--- config.mk ---
export PLATFORM = sky130hd
export DESIGN_NAME = sdram_init_seq
export DESIGN_NICKNAME = d
export VERILOG_FILES = /design/src/rtl/sdram_init_seq.sv
export SDC_FILE = /design/constraint.sdc
export NUM_CORES = 1
export LEC_CHECK = 0
export ABC_AREA = 1
export BUFFER_PORTS_ARGS = -buffer_cell sky130_fd_sc_hd__buf_2
export CAP_MARGIN = 20
export CORE_ASPECT_RATIO = 1.5
export CORE_MARGIN = 3
export CORE_UTILIZATION = 63
export DETAILED_ROUTE_END_ITERATION = 10
export HOLD_SLACK_MARGIN = 0.02
export PLACE_DENSITY = 0.89
export SYNTH_ARGS = -nofsm -noshare
export SYNTH_HDL_FRONTEND = slang
export SYNTH_SLANG_ARGS = --single-unit
--- constraint.sdc ---
create_clock -name clk -period 4.72 [get_ports clk]
set_input_delay 1.18 -clock clk [delete_from_list [all_inputs] [get_ports clk]]
set_output_delay 1.18 -clock clk [all_outputs]
set_load 0.01 [all_outputs]
--- src/rtl/sdram_init_seq.sv ---
`timescale 1ns/1ps
module sdram_init_seq #(
  parameter int ADDR_W     = 14,
  parameter int BA_W       = 3,
  parameter int T_RST_COLD = 40000,
  parameter int T_RST_WARM = 20,
  parameter int T_STAB     = 100,
  parameter int T_XPR      = 10,
  parameter int T_MRD      = 4,
  parameter int T_MOD      = 12,
  parameter int T_ZQINIT   = 512,
  parameter int T_DLLK     = 512,
  parameter logic [ADDR_W-1:0] MR0_VAL = '0,
  parameter logic [ADDR_W-1:0] MR1_VAL = '0,
  parameter logic [ADDR_W-1:0] MR2_VAL = '0,
  parameter logic [ADDR_W-1:0] MR3_VAL = '0
) (
  input  logic              clk,
  input  logic              rst_n,
  input  logic              cold_req,
  input  logic              warm_req,
  output logic              ddr_reset_n,
  output logic              ddr_cke,
  output logic              ddr_cs_n,
  output logic              ddr_ras_n,
  output logic              ddr_cas_n,
  output logic              ddr_we_n,
  output logic [BA_W-1:0]   ddr_ba,
  output logic [ADDR_W-1:0] ddr_addr,
  output logic              ready,
  output logic              init_done
);

  localparam int TSUM  = T_RST_COLD + T_RST_WARM + T_STAB + T_XPR + T_MRD + T_MOD + T_ZQINIT;
  localparam int CNT_W = $clog2(TSUM + 1);
  localparam int DLL_W = $clog2(T_DLLK + 1);

  localparam logic [CNT_W-1:0] L_COLD = CNT_W'(T_RST_COLD - 1);
  localparam logic [CNT_W-1:0] L_WARM = CNT_W'(T_RST_WARM - 1);
  localparam logic [CNT_W-1:0] L_STAB = CNT_W'(T_STAB - 1);
  localparam logic [CNT_W-1:0] L_XPR  = CNT_W'(T_XPR - 1);
  localparam logic [CNT_W-1:0] L_MRD  = CNT_W'(T_MRD - 2);
  localparam logic [CNT_W-1:0] L_MOD  = CNT_W'(T_MOD - 2);
  localparam logic [CNT_W-1:0] L_ZQ   = CNT_W'(T_ZQINIT - 2);
  localparam logic [DLL_W-1:0] L_DLL  = DLL_W'(T_DLLK - 2);

  localparam logic [ADDR_W-1:0] DLL_RST_BIT = ADDR_W'(1) << 8;
  localparam logic [ADDR_W-1:0] ZQ_LONG_BIT = ADDR_W'(1) << 10;

  typedef enum logic [2:0] {
    S_HOLD, S_STAB, S_XPR, S_MRS, S_GAP, S_ZQCL, S_ZQW, S_RDY
  } state_t;

  state_t            state;
  logic [CNT_W-1:0]  cnt;
  logic [DLL_W-1:0]  dll;
  logic [1:0]        idx;
  logic              done_r;
  logic [BA_W-1:0]   mr_ba;
  logic [ADDR_W-1:0] mr_val;

  wire last_mr = (idx == 2'd3);
  wire cnt_end = (cnt == '0);

  always_comb begin
    case (idx)
      2'd0:    begin mr_ba = BA_W'(2); mr_val = MR2_VAL; end
      2'd1:    begin mr_ba = BA_W'(3); mr_val = MR3_VAL; end
      2'd2:    begin mr_ba = BA_W'(1); mr_val = MR1_VAL; end
      default: begin mr_ba = BA_W'(0); mr_val = MR0_VAL | DLL_RST_BIT; end
    endcase
  end

  always_ff @(posedge clk or negedge rst_n) begin
    if (!rst_n) begin
      state  <= S_HOLD;
      cnt    <= L_COLD;
      dll    <= '0;
      idx    <= 2'd0;
      done_r <= 1'b0;
    end else begin
      done_r <= 1'b0;
      if (dll != '0) dll <= dll - 1'b1;
      if (cold_req || warm_req) begin
        state <= S_HOLD;
        cnt   <= cold_req ? L_COLD : L_WARM;
        dll   <= '0;
        idx   <= 2'd0;
      end else begin
        case (state)
          S_HOLD: if (cnt_end) begin state <= S_STAB; cnt <= L_STAB; end
                  else cnt <= cnt - 1'b1;
          S_STAB: if (cnt_end) begin state <= S_XPR; cnt <= L_XPR; end
                  else cnt <= cnt - 1'b1;
          S_XPR:  if (cnt_end) state <= S_MRS;
                  else cnt <= cnt - 1'b1;
          S_MRS: begin
            state <= S_GAP;
            if (last_mr) begin
              cnt <= L_MOD;
              dll <= L_DLL;
            end else begin
              cnt <= L_MRD;
            end
          end
          S_GAP: if (cnt_end) begin
                   if (last_mr) state <= S_ZQCL;
                   else begin state <= S_MRS; idx <= idx + 2'd1; end
                 end else cnt <= cnt - 1'b1;
          S_ZQCL: begin state <= S_ZQW; cnt <= L_ZQ; end
          S_ZQW: begin
            if (!cnt_end) cnt <= cnt - 1'b1;
            if (cnt_end && dll == '0) begin
              state  <= S_RDY;
              done_r <= 1'b1;
            end
          end
          default: state <= S_RDY;
        endcase
      end
    end
  end

  wire is_mrs = (state == S_MRS);
  wire is_zq  = (state == S_ZQCL);

  assign ddr_reset_n = (state != S_HOLD);
  assign ddr_cke     = (state != S_HOLD) && (state != S_STAB);
  assign ddr_cs_n    = !ddr_cke;
  assign ddr_ras_n   = !is_mrs;
  assign ddr_cas_n   = !is_mrs;
  assign ddr_we_n    = !(is_mrs || is_zq);
  assign ddr_ba      = is_mrs ? mr_ba : '0;
  assign ddr_addr    = is_mrs ? mr_val : (is_zq ? ZQ_LONG_BIT : '0);
  assign ready       = (state == S_RDY);
  assign init_done   = done_r;

endmodule


==> results.toml <==
[status]
outcome = "complete, no violations"

[floorplanning]
rows = 27
ioPinCount = 29
fp.dieH_um = 83.52
initial_core_util = 0.6730
die_area_sq_um = 4817
die-width_um = 57.68
coreArea_sq_um = 3750

[global_route]
grt_max_degree = 33
antenna_found_initial = 0
grt_overflow_total = 0
grt_pass1_wl_mm = 9.729
first_global_vias = 2204
gr-usage-all-layers = 0.2549

[clock_tree]
cts_resized = 0
tritoncts = "yes"
cts.htree.levels = 2
cts_setup_buffers = 0
clk_pin_slew_ps = 70
hold_buffers = 0
cts_root_buffer = "clkbuf_8"
cts_sinks = 32
cts_max_path_buffers = 2
cts_inserted_buffers = 5
clock_latency_ps = 300

[finish]
drive_above_1_share = 0.1925
area_growth_pct = 4.809
nNetsFinal = 384
n_antenna_cell = 0
fin_util = 0.7054

[synthesis]
synth_compound_area_frac = 0.07933
synthSimpleGateAreaFrac = 0.3912
synth_xor_area_frac = 0.03818
synth_edf_count = 0
ys_types = 37
ys_seq_area_frac = 0.3223
yosysWarnings = 0
postSynthCellCount = 357
synth_ff_type = "dfrtp_1"
syn_area_sq_um = 2524
synthMuxAreaShare = 0
postSynthAreaPerCell_sq_um = 7.069
ys_async_sr_fraction = 1.000
synth_seq_cells = 32
synth_top_family_by_area = "simple AND/OR/NAND/NOR gates"
synth_adder_area_share = 0.03471

[flow_run]
drv_cap = 0

[timing]
max_freq_mhz = 332.3
fin_setup_tns_ps = 0
fin_crit_ps = 3009
timing.final.crit_share = 0.6376
clock_skew_ps = 5.613
slew_headroom = 0.4722
worst_slack_ps = 1711
hold_viol_final = 0
setup_violations = 0
grt_setup_unrepaired = "no"
worst_slew_pin_slew_ps = 788.8
drv_slew = 0

[detailed_routing]
drt-total-wl_mm = 5.793
dr.pass1.iters = 5
remaining_drc_errors = 0
vias_per_cell = 5.588
drt_iter0_drc = 136
vias = 2330
antenna_left = 0
avgRoutedWirePerCell_um = 13.89

[worst_setup_path]
endpoint_kind = "output port"
cp-start-kind = "flop"
worst_ep_arrival_time_ps = 1830
critical_path_class = "flop to output port"
required_ps = 3540
worstPathMaxFanout = 10

[placed_design]
pre_cts_ws_ps = 1903
port_buffers = 15
place_hpwl_mm = 4.197
gp_congestion = 0.9644

[power]
total_power_mw = 1.152
power.leakage_nw = 1.384
ir_worst_vdd_mv = 0.5385
power_density_nw_per_um2 = 435.5

[min_path]
hold_path.class = "flop to flop"
-- synthesized netlist by cell type (all sizes together), types with 2 or more instances --
library cell,n,area [sq um]
clkbuf,2,17.51
nand4,11,75.07
xor2,9,78.83
buf,17,135.1
a21oi,15,75.07
o21ai,17,96.34
nor2,63,306.6
nor3,7,46.30
nand3,23,140.1
nand3b,2,15.01
dfstp,10,262.8
xnor2,2,17.52
dfrtp,22,550.5
ha,7,87.58
nand2,95,391.6
inv,47,178.9
-- through the flow --
stage | area [sq um] | cells | hold WS, ps
detailed placement | 2552 | 409 | 482.7
floorplan | 2569 | 369 | 460.7
global route | 2645 | 417 | 519.7
CTS | 2645 | 417 | 497.8
finish | 2645 | 417 | 498.8
global placement | 2552 | 409 | 482.3
-- report_power, final --
| group | internal (mW) | total, mW | switching (mW) |
|---|---|---|---|
| registers | 0.325 | 0.367 | 0.0415 |
| logic | 0.196 | 0.557 | 0.361 |
| clock network | 0.116 | 0.228 | 0.112 |
| total | 0.637 | 1.15 | 0.514 |
-- sequential cells by signal (all words and copies together), names as in the netlist --
| name | cells |
|---|---|
| cnt | 16 |
| init_done | 1 |
| state | 3 |
| dll | 10 |
| idx | 2 |
-- critical path, cell delays in order (launching register included) --
cell and delay [ps]:
dfrtp_1 560, nand2_1 130, nor2_1 220, clkinv_1 310
nor2_1 170, buf_2 150
-- path summary, 6_finish.rpt --
path	from	end	slack [ps]	cells past startpoint
worst max-delay path	state[1]$_DFFE_PN0P_	ddr_ba[1]	1710	5
max in group asynchronous	rst_n	state[0]$_DFFE_PN0P_	3330	1
worst min register to register	cnt[1]$_DFFE_PN1P_	cnt[1]$_DFFE_PN1P_	500	2
worst max register to register	cnt[0]$_DFFE_PN1P_	cnt[12]$_DFFE_PN1P_	2740	10
min in group asynchronous	rst_n	cnt[13]$_DFFE_PN0P_	930	1
worst min-delay path	cnt[1]$_DFFE_PN1P_	cnt[1]$_DFFE_PN1P_	500	2
-- per-layer routing --
metal | global-route usage | share of wire | vias to the layer above
li1 | - | - | 1138
met3 | 0.05108 | 0.054 | 13
met4 | 0.1308 | 0.023 | 0
met2 | 0.4444 | 0.54 | 82
met5 | 0 | 0 | -
met1 | 0.2821 | 0.38 | 1097
-- cell families after synthesis --
| logic type | after synthesis |
|---|---|
| and+or+nand+nor | 203 |
| other | 1 |
| DFF | 32 |
| adders and majority gates | 7 |
| xor gates and xnor gates | 11 |
| buffers and inverters | 67 |
| AOI/OAI and AO/OA | 36 |
-- cell usage in the layout, fill, tap and decap left out, types with 2 or more instances in the layout --
cell type and count:
a21oi_1 15, buf_2 15, clkbuf_8 6, clkinv_2 2, conb_1 13, dfrtp_1 22
dfstp_2 10, ha_1 7, inv_1 41, inv_2 5, nand2_1 87, nand2_2 5
nand2_4 3, nand3_1 18, nand3_2 5, nand3b_1 2, nand4_1 10, nor2_1 49
nor2_2 7, nor2_4 7, nor3_1 6, o21ai_0 9, o21ai_1 5, o21ai_2 3
xnor2_1 2, xor2_1 9
-- cell type report --
cell class,count,area [sq um]
fillers,297,1105
inverters,48,182.7
repair buffers,16,82.58
multi-input cells,270,1420
clock buffers,6,82.58
clock inverters,2,10.01
well taps,43,53.80
flip-flops and latches,32,813.3
No activity file was read; power rests on OpenSTA's default activity.
